File: config.mk
export PLATFORM = sky130hd
export DESIGN_NAME = lsc_line_copier
export DESIGN_NICKNAME = d
export VERILOG_FILES = /design/src/rtl/lsc_pkg.sv /design/src/rtl/lsc_reg_decode.sv /design/src/rtl/lsc_stage_bank.sv /design/src/rtl/lsc_beat_engine.sv /design/src/rtl/lsc_line_copier.sv
export SDC_FILE = /design/constraint.sdc
export NUM_CORES = 1
export LEC_CHECK = 0
export BUFFER_PORTS_ARGS = -buffer_cell sky130_fd_sc_hd__buf_2
export CAP_MARGIN = 20
export CORE_MARGIN = 2
export CORE_UTILIZATION = 40
export CTS_BUF_LIST = sky130_fd_sc_hd__clkbuf_4 sky130_fd_sc_hd__clkbuf_8
export DETAILED_ROUTE_END_ITERATION = 8
export PLACE_DENSITY = 0.66
export SLEW_MARGIN = 20
export SYNTH_ARGS = -nofsm -noshare
export SYNTH_HDL_FRONTEND = slang
export SYNTH_SLANG_ARGS = --single-unit
File: constraint.sdc
create_clock -name clk -period 13 [get_ports clk]
set_input_delay 3.9 -clock clk [delete_from_list [all_inputs] [get_ports clk]]
set_output_delay 3.9 -clock clk [all_outputs]
set_load 0.03 [all_outputs]
File: src/rtl/lsc_pkg.sv
// Shared definitions for the line copier: register offsets, transfer state,
// decoded register hit vector. Offsets are fixed by software convention.
package lsc_pkg;
    localparam int OFFS_W = 12;

    localparam logic [OFFS_W-1:0] OFF_SRC      = 12'h100;
    localparam logic [OFFS_W-1:0] OFF_DST      = 12'h200;
    localparam logic [OFFS_W-1:0] OFF_CTL_FULL = 12'hA00;
    localparam logic [OFFS_W-1:0] OFF_CTL_LOW  = 12'hA04;
    localparam logic [OFFS_W-1:0] OFF_ERR      = 12'hE00;
    localparam logic [OFFS_W-1:0] OFF_PORT     = 12'hF00;

    typedef enum logic [1:0] {
        XF_IDLE  = 2'd0,
        XF_FILL  = 2'd1,
        XF_DRAIN = 2'd2
    } xfer_e;

    typedef struct packed {
        logic stage;
        logic src;
        logic dst;
        logic ctl_full;
        logic ctl_low;
        logic err;
        logic port;
    } reg_hit_t;
endpackage

File: src/rtl/lsc_reg_decode.sv
// Register decoder. Turns an offset and access size into a hit vector in
// which only size-legal hits are set; a mismatched size or an unmapped
// offset yields no hit at all. Assumes DATA_W/8 and BEATS are powers of two.
module lsc_reg_decode
    import lsc_pkg::*;
#(
    parameter int DATA_W = 64,
    parameter int BEATS  = 4
) (
    input  logic [OFFS_W-1:0]          offset,
    input  logic                       size64,
    output reg_hit_t                   hit,
    output logic [$clog2(BEATS)-1:0]   stage_idx
);
    localparam int STEP_SH    = $clog2(DATA_W / 8);
    localparam int BEAT_W     = $clog2(BEATS);
    localparam int STAGE_SPAN = BEATS << STEP_SH;

    // Size-qualified offset match for every mapped register.
    always_comb begin
        hit       = '0;
        stage_idx = offset[STEP_SH +: BEAT_W];
        if (size64) begin
            hit.stage    = (int'(offset) < STAGE_SPAN) && (offset[STEP_SH-1:0] == '0);
            hit.src      = (offset == OFF_SRC);
            hit.dst      = (offset == OFF_DST);
            hit.ctl_full = (offset == OFF_CTL_FULL);
            hit.err      = (offset == OFF_ERR);
            hit.port     = (offset == OFF_PORT);
        end else begin
            hit.ctl_low  = (offset == OFF_CTL_LOW);
        end
    end
endmodule

File: src/rtl/lsc_stage_bank.sv
// Staging word bank. Holds BEATS data words, written either by the register
// port or by a fill beat, and exposes one word for a drain beat. Assumes the
// two write sources never act together (the port stalls during transfers);
// a fill still wins if they did.
module lsc_stage_bank #(
    parameter int DATA_W = 64,
    parameter int BEATS  = 4
) (
    input  logic                      clk,
    input  logic                      rst_n,
    input  logic                      cpu_we,
    input  logic [$clog2(BEATS)-1:0]  cpu_idx,
    input  logic [DATA_W-1:0]         cpu_data,
    input  logic                      fill_we,
    input  logic [$clog2(BEATS)-1:0]  fill_idx,
    input  logic [DATA_W-1:0]         fill_data,
    input  logic [$clog2(BEATS)-1:0]  rd_idx,
    output logic [DATA_W-1:0]         rd_word
);
    localparam int BEAT_W = $clog2(BEATS);

    logic [DATA_W-1:0] stage_q [BEATS];

    for (genvar g = 0; g < BEATS; g++) begin : g_word
        // One staging word: fill beat first, then direct store.
        always_ff @(posedge clk) begin
            if (!rst_n) begin
                stage_q[g] <= '0;
            end else if (fill_we && (fill_idx == BEAT_W'(g))) begin
                stage_q[g] <= fill_data;
            end else if (cpu_we && (cpu_idx == BEAT_W'(g))) begin
                stage_q[g] <= cpu_data;
            end
        end
    end

    // Word presented to the memory port during a drain.
    assign rd_word = stage_q[rd_idx];
endmodule

File: src/rtl/lsc_beat_engine.sv
// Line transfer sequencer. On a start pulse it latches the base address and
// walks BEATS beats in ascending order, holding each beat until mem_ready.
// Assumes starts arrive only while idle.
module lsc_beat_engine
    import lsc_pkg::*;
#(
    parameter int ADDR_W = 32,
    parameter int DATA_W = 64,
    parameter int BEATS  = 4
) (
    input  logic                      clk,
    input  logic                      rst_n,
    input  logic                      start_fill,
    input  logic                      start_drain,
    input  logic [ADDR_W-1:0]         start_addr,
    input  logic                      mem_ready,
    output logic                      mem_req,
    output logic                      mem_we,
    output logic [ADDR_W-1:0]         mem_addr,
    output logic [$clog2(BEATS)-1:0]  beat_idx,
    output logic                      fill_we
);
    localparam int                 STEP_SH = $clog2(DATA_W / 8);
    localparam int                 BEAT_W  = $clog2(BEATS);
    localparam logic [BEAT_W-1:0]  LAST    = BEAT_W'(BEATS - 1);

    xfer_e               state_q;
    logic [BEAT_W-1:0]   beat_q;
    logic [ADDR_W-1:0]   base_q;

    // Transfer state, beat counter and latched base address.
    always_ff @(posedge clk) begin
        if (!rst_n) begin
            state_q <= XF_IDLE;
            beat_q  <= '0;
            base_q  <= '0;
        end else begin
            case (state_q)
                XF_IDLE: begin
                    beat_q <= '0;
                    if (start_fill) begin
                        state_q <= XF_FILL;
                        base_q  <= start_addr;
                    end else if (start_drain) begin
                        state_q <= XF_DRAIN;
                        base_q  <= start_addr;
                    end
                end
                XF_FILL, XF_DRAIN: begin
                    if (mem_ready) begin
                        if (beat_q == LAST) begin
                            state_q <= XF_IDLE;
                            beat_q  <= '0;
                        end else begin
                            beat_q <= beat_q + BEAT_W'(1);
                        end
                    end
                end
                default: state_q <= XF_IDLE;
            endcase
        end
    end

    // Beat request, direction and address derived from the state.
    always_comb begin
        mem_req  = (state_q != XF_IDLE);
        mem_we   = (state_q == XF_DRAIN);
        mem_addr = base_q + (ADDR_W'(beat_q) << STEP_SH);
        fill_we  = (state_q == XF_FILL) && mem_ready;
        beat_idx = beat_q;
    end
endmodule

File: src/rtl/lsc_line_copier.sv
// Line copier top. Decodes register accesses, holds the control, error and
// port-identity registers, and ties the staging bank to the beat engine.
// Writing the source or destination offset starts a fill or a drain; the
// register port stalls until the last beat completes. Assumes cpu_id is
// static while out of reset.
module lsc_line_copier
    import lsc_pkg::*;
#(
    parameter int DATA_W     = 64,
    parameter int ADDR_W     = 32,
    parameter int BEATS      = 4,
    parameter int ID_W       = 4,
    parameter int PORT_SHIFT = 24
) (
    input  logic                 clk,
    input  logic                 rst_n,
    input  logic [ID_W-1:0]      cpu_id,
    input  logic                 reg_valid,
    output logic                 reg_ready,
    input  logic                 reg_write,
    input  logic                 reg_size64,
    input  logic [OFFS_W-1:0]    reg_offset,
    input  logic [DATA_W/2-1:0]  reg_wdata_hi,
    input  logic [DATA_W/2-1:0]  reg_wdata_lo,
    output logic                 rd_valid,
    output logic [DATA_W-1:0]    rd_data,
    output logic                 busy,
    output logic                 mem_req,
    output logic                 mem_we,
    output logic [ADDR_W-1:0]    mem_addr,
    output logic [DATA_W-1:0]    mem_wdata,
    input  logic [DATA_W-1:0]    mem_rdata,
    input  logic                 mem_ready
);
    localparam int HALF_W  = DATA_W / 2;
    localparam int BEAT_W  = $clog2(BEATS);
    localparam int ID_BIAS = 1 << (ID_W - 1);

    reg_hit_t            hit;
    logic [BEAT_W-1:0]   stage_idx;
    logic [BEAT_W-1:0]   beat_idx;
    logic                fill_we;
    logic                acc, wr_acc, rd_acc;
    logic [DATA_W-1:0]   wr_word;
    logic [DATA_W-1:0]   ctl_q, err_q, port_q;
    logic [DATA_W-1:0]   rd_next;
    logic [ID_W-1:0]     id_sum;
    logic [DATA_W-1:0]   port_reset;

    // Access qualification and 64-bit write word assembly.
    always_comb begin
        reg_ready  = !busy;
        acc        = reg_valid && reg_ready;
        wr_acc     = acc && reg_write;
        rd_acc     = acc && !reg_write;
        wr_word    = {reg_wdata_hi, reg_wdata_lo};
        id_sum     = cpu_id + ID_W'(ID_BIAS);
        port_reset = DATA_W'(id_sum) << PORT_SHIFT;
    end

    lsc_reg_decode #(
        .DATA_W (DATA_W),
        .BEATS  (BEATS)
    ) u_decode (
        .offset    (reg_offset),
        .size64    (reg_size64),
        .hit       (hit),
        .stage_idx (stage_idx)
    );

    lsc_beat_engine #(
        .ADDR_W (ADDR_W),
        .DATA_W (DATA_W),
        .BEATS  (BEATS)
    ) u_engine (
        .clk         (clk),
        .rst_n       (rst_n),
        .start_fill  (wr_acc && hit.src),
        .start_drain (wr_acc && hit.dst),
        .start_addr  (reg_wdata_lo[ADDR_W-1:0]),
        .mem_ready   (mem_ready),
        .mem_req     (mem_req),
        .mem_we      (mem_we),
        .mem_addr    (mem_addr),
        .beat_idx    (beat_idx),
        .fill_we     (fill_we)
    );

    assign busy = mem_req;

    lsc_stage_bank #(
        .DATA_W (DATA_W),
        .BEATS  (BEATS)
    ) u_stage (
        .clk       (clk),
        .rst_n     (rst_n),
        .cpu_we    (wr_acc && hit.stage),
        .cpu_idx   (stage_idx),
        .cpu_data  (wr_word),
        .fill_we   (fill_we),
        .fill_idx  (beat_idx),
        .fill_data (mem_rdata),
        .rd_idx    (beat_idx),
        .rd_word   (mem_wdata)
    );

    // Control register: full-width write or low-half window write.
    always_ff @(posedge clk) begin
        if (!rst_n) begin
            ctl_q <= '0;
        end else if (wr_acc && hit.ctl_full) begin
            ctl_q <= wr_word;
        end else if (wr_acc && hit.ctl_low) begin
            ctl_q <= {ctl_q[DATA_W-1:HALF_W], reg_wdata_hi};
        end
    end

    // Error register: plain storage, no side effects.
    always_ff @(posedge clk) begin
        if (!rst_n) begin
            err_q <= '0;
        end else if (wr_acc && hit.err) begin
            err_q <= wr_word;
        end
    end

    // Port-identity register: reset value from the CPU number.
    always_ff @(posedge clk) begin
        if (!rst_n) begin
            port_q <= port_reset;
        end else if (wr_acc && hit.port) begin
            port_q <= wr_word;
        end
    end

    // Read multiplexer; everything not readable returns zero.
    always_comb begin
        rd_next = '0;
        if (hit.ctl_full) rd_next = ctl_q;
        if (hit.ctl_low)  rd_next = {{HALF_W{1'b0}}, ctl_q[HALF_W-1:0]};
        if (hit.err)      rd_next = err_q;
        if (hit.port)     rd_next = port_q;
    end

    // Registered read response, one cycle after acceptance.
    always_ff @(posedge clk) begin
        if (!rst_n) begin
            rd_valid <= 1'b0;
            rd_data  <= '0;
        end else begin
            rd_valid <= rd_acc;
            if (rd_acc) begin
                rd_data <= rd_next;
            end
        end
    end
endmodule

==> flow_summary.json <==
{
  "status": "finished, final reports clean",
  "hold_buffers": 0,
  "endpoint_kind": "flop",
  "root_buffer": "clkbuf_8",
  "async_flop_share": 0,
  "worst_pin_slew_ps": 1100,
  "clkLatencyLatePin_ps": 680,
  "fin_tns_setup_ps": 0,
  "clk_pin_slew_ps": 60,
  "drive_gt1_frac": 0.233,
  "grt_overflow": 0,
  "synth-edff-count": 260,
  "fin_util": 0.463,
  "p_int_mw": 2.72,
  "post-route-period-util": 0.569,
  "ys_seq_area_frac": 0.549,
  "setup_violations": 0,
  "core_sq_mm": 0.0616,
  "final_nets": 2610,
  "drv_slew": 0,
  "die_area_sq_mm": 0.0641,
  "worst_clock_skew_ps": 21.5,
  "arrival_ps": 7690,
  "hold_viol": 0,
  "synth_common_cells": "291 x dfxtp_1, 260 x edfxtp_1, 256 x a22o_1, 243 x o21ai_0, 200 x clkbuf_1",
  "ys.flop_type": "dfxtp_1",
  "yosys.cell_types.count": 50,
  "post-route-min-period_ps": 7400,
  "pin_count": 315,
  "fill_cells": 5659,
  "rsz0062_at_grt": "false",
  "synth_most_common_cell": "dfxtp_1",
  "fp.dieW_um": 253,
  "synth_nets": 2464,
  "antenna_found_initial": 18,
  "final_antenna_net_count": 0,
  "cts_made_buffers": 93,
  "num_rows": 91,
  "grt_use_met1": 0.353,
  "top_usage_layer": "met2",
  "wl_per_cell_um": 26.8,
  "grt_pass1_wl_um": 130000,
  "cap_violations": 0,
  "grtUsageMet2": 0.419,
  "fmax_mhz": 135,
  "synth_cells": 2304,
  "yosysWarnings": 0,
  "vias_per_cell": 6.21,
  "seq_power_share": 0.511,
  "dp_hpwl_um": 54000,
  "vdd_drop_max_uv": 68.5,
  "ctsResizeCount": 0,
  "maxSlewHeadroom": 0.267,
  "ys_ff_latch": 551,
  "timing.critical_path.fanout_max": 65,
  "start_util": 0.403,
  "drtIter0Drc": 2363,
  "drtPass1Iterations": 5,
  "switching_power_mw": 0.920,
  "synthTopCellsByArea": "edfxtp_1 31%, dfxtp_1 23%, a22o_1 9.0%, mux4_2 5.8%, o21ai_0 4.9%",
  "power.leakage_nw": 10.2,
  "clock-sinks": 551,
  "use_met3": 0.0721,
  "h-tree-depth": 3,
  "grt_max_degree": 125,
  "drc": 0,
  "die_y_um": 253,
  "crit_type": "input port to flop",
  "syn2layout_area_growth_pct": 14.7,
  "place_congestion": 0.868,
  "synthesis.area_sq_mm": 0.0248,
  "cts_setup_buffers": 0,
  "place_ws_ps": 4940,
  "syn_area_per_cell_sq_um": 10.8,
  "worstPathRequired_ps": 13290,
  "routed_wirelength_um": 90200,
  "start_kind": "input port",
  "grt_pass1_vias": 20100,
  "fin_ws_ps": 5600,
  "vias": 20900,
  "clk_path_buf_depth": 3,
  "synth_top_area_share": 0.314,
  "clkPwrFrac": 0.418,
  "io_buffers": 314,
  "hold_path.class": "flop to flop",
  "power_density_mw_per_mm2": 128,
  "power_frac_comb": 0.071,
  "synth_area_leader_cell": "edfxtp_1",
  "grt_usage": 0.271,
  "cts_tree": "done",
  "swShare": 0.253
}
-- worst max-delay path, stage by stage --
cell and delay (ps):
buf_2 170, and3_4 700, nand4_1 610, a2111oi_2 460, buf_4 780, a211o_2 200
buf_4 780
-- placed cells by master, fill, tap and decap left out, types with 64 or more instances in the layout --
| master | instances |
|---|---|
| nand2_1 | 150 |
| buf_2 | 314 |
| a22o_1 | 256 |
| dfxtp_1 | 289 |
| nand3_1 | 169 |
| clkbuf_8 | 105 |
| mux4_2 | 64 |
| o21ai_0 | 243 |
| a31oi_1 | 65 |
| a21oi_1 | 188 |
| edfxtp_1 | 260 |
-- power by group through the flow --
stage / Clock [mW] / Combinational [mW] / Sequential [mW]
2_1_floorplan: 0 / 0.113 / 1.92
3_3_place_gp: 0 / 0.251 / 1.90
3_5_place_dp: 0 / 0.254 / 1.90
4_1_cts: 1.54 / 0.255 / 1.86
5_1_grt: 1.62 / 0.269 / 1.86
6_report: 1.52 / 0.259 / 1.86
-- worst paths after layout --
| path | startpoint | to | slack (ps) | cells after the start |
|---|---|---|---|---|
| setup / recovery | reg_write | u_stage.stage_q[0][34] | 5600 | 7 |
| hold / removal | ctl_q[37] | ctl_q[37] | 450 | 2 |
| setup reg to reg | u_engine.state_q[0] | u_stage.stage_q[0][34] | 7990 | 8 |
| hold reg to reg | ctl_q[37] | ctl_q[37] | 450 | 2 |
-- metrics by stage --
stage / hold slack [ps] / instance area (sq um) / cells / power [mW]
2_1_floorplan: 424 / 24800 / 2304 / 2.03
3_3_place_gp: 436 / 26600 / 3190 / 2.15
3_5_place_dp: 439 / 26600 / 3190 / 2.15
4_1_cts: 453 / 28400 / 3353 / 3.65
5_1_grt: 467 / 28500 / 3364 / 3.75
6_report: 450 / 28500 / 3368 / 3.64
-- flip-flops by register name, summed over array words and instances, names as in the netlist, named ones only --
signal             cells
u_stage.stage_q      256
ctl_q                 64
err_q                 64
port_q                64
rd_data               64
u_engine.base_q       32
u_engine.beat_idx      2
u_engine.state_q       2
rd_valid               1
-- layer usage --
| layer | part of all wire | wire length [um] | vias to the layer above |
|---|---|---|---|
| met5 | 0.00032 | 29 | - |
| met4 | 0.046 | 4120 | 4 |
| met3 | 0.10 | 9400 | 196 |
| met2 | 0.46 | 41400 | 1163 |
| met1 | 0.39 | 35200 | 10400 |
| li1 | - | - | 9114 |
-- final cells by class --
type / instances / area (sq um) / share of cell area
antenna: 13 / 32.5 / 0.00114
sequential: 551 / 13600 / 0.479
inverter: 14 / 57.6 / 0.00202
tap: 837 / 1050 / 0.0368
multi-input combinational: 1439 / 10000 / 0.352
timing repair buffer: 351 / 1890 / 0.0662
clock buffer: 135 / 1670 / 0.0586
clock inverter: 28 / 128 / 0.00448
-- cell families after synthesis --
group                    after synthesis  share of synthesized area
AO/OA/AOI/OAI                        872                      0.229
adder cells (fa/ha/maj)               10                    0.00534
multiplexers                          65                     0.0584
buffers and inverters                314                     0.0523
flip-flops                           551                      0.549
XOR/XNOR                              28                    0.00987
AND/OR/NAND/NOR                      464                     0.0964
No activity file was read; power rests on OpenSTA's default activity.
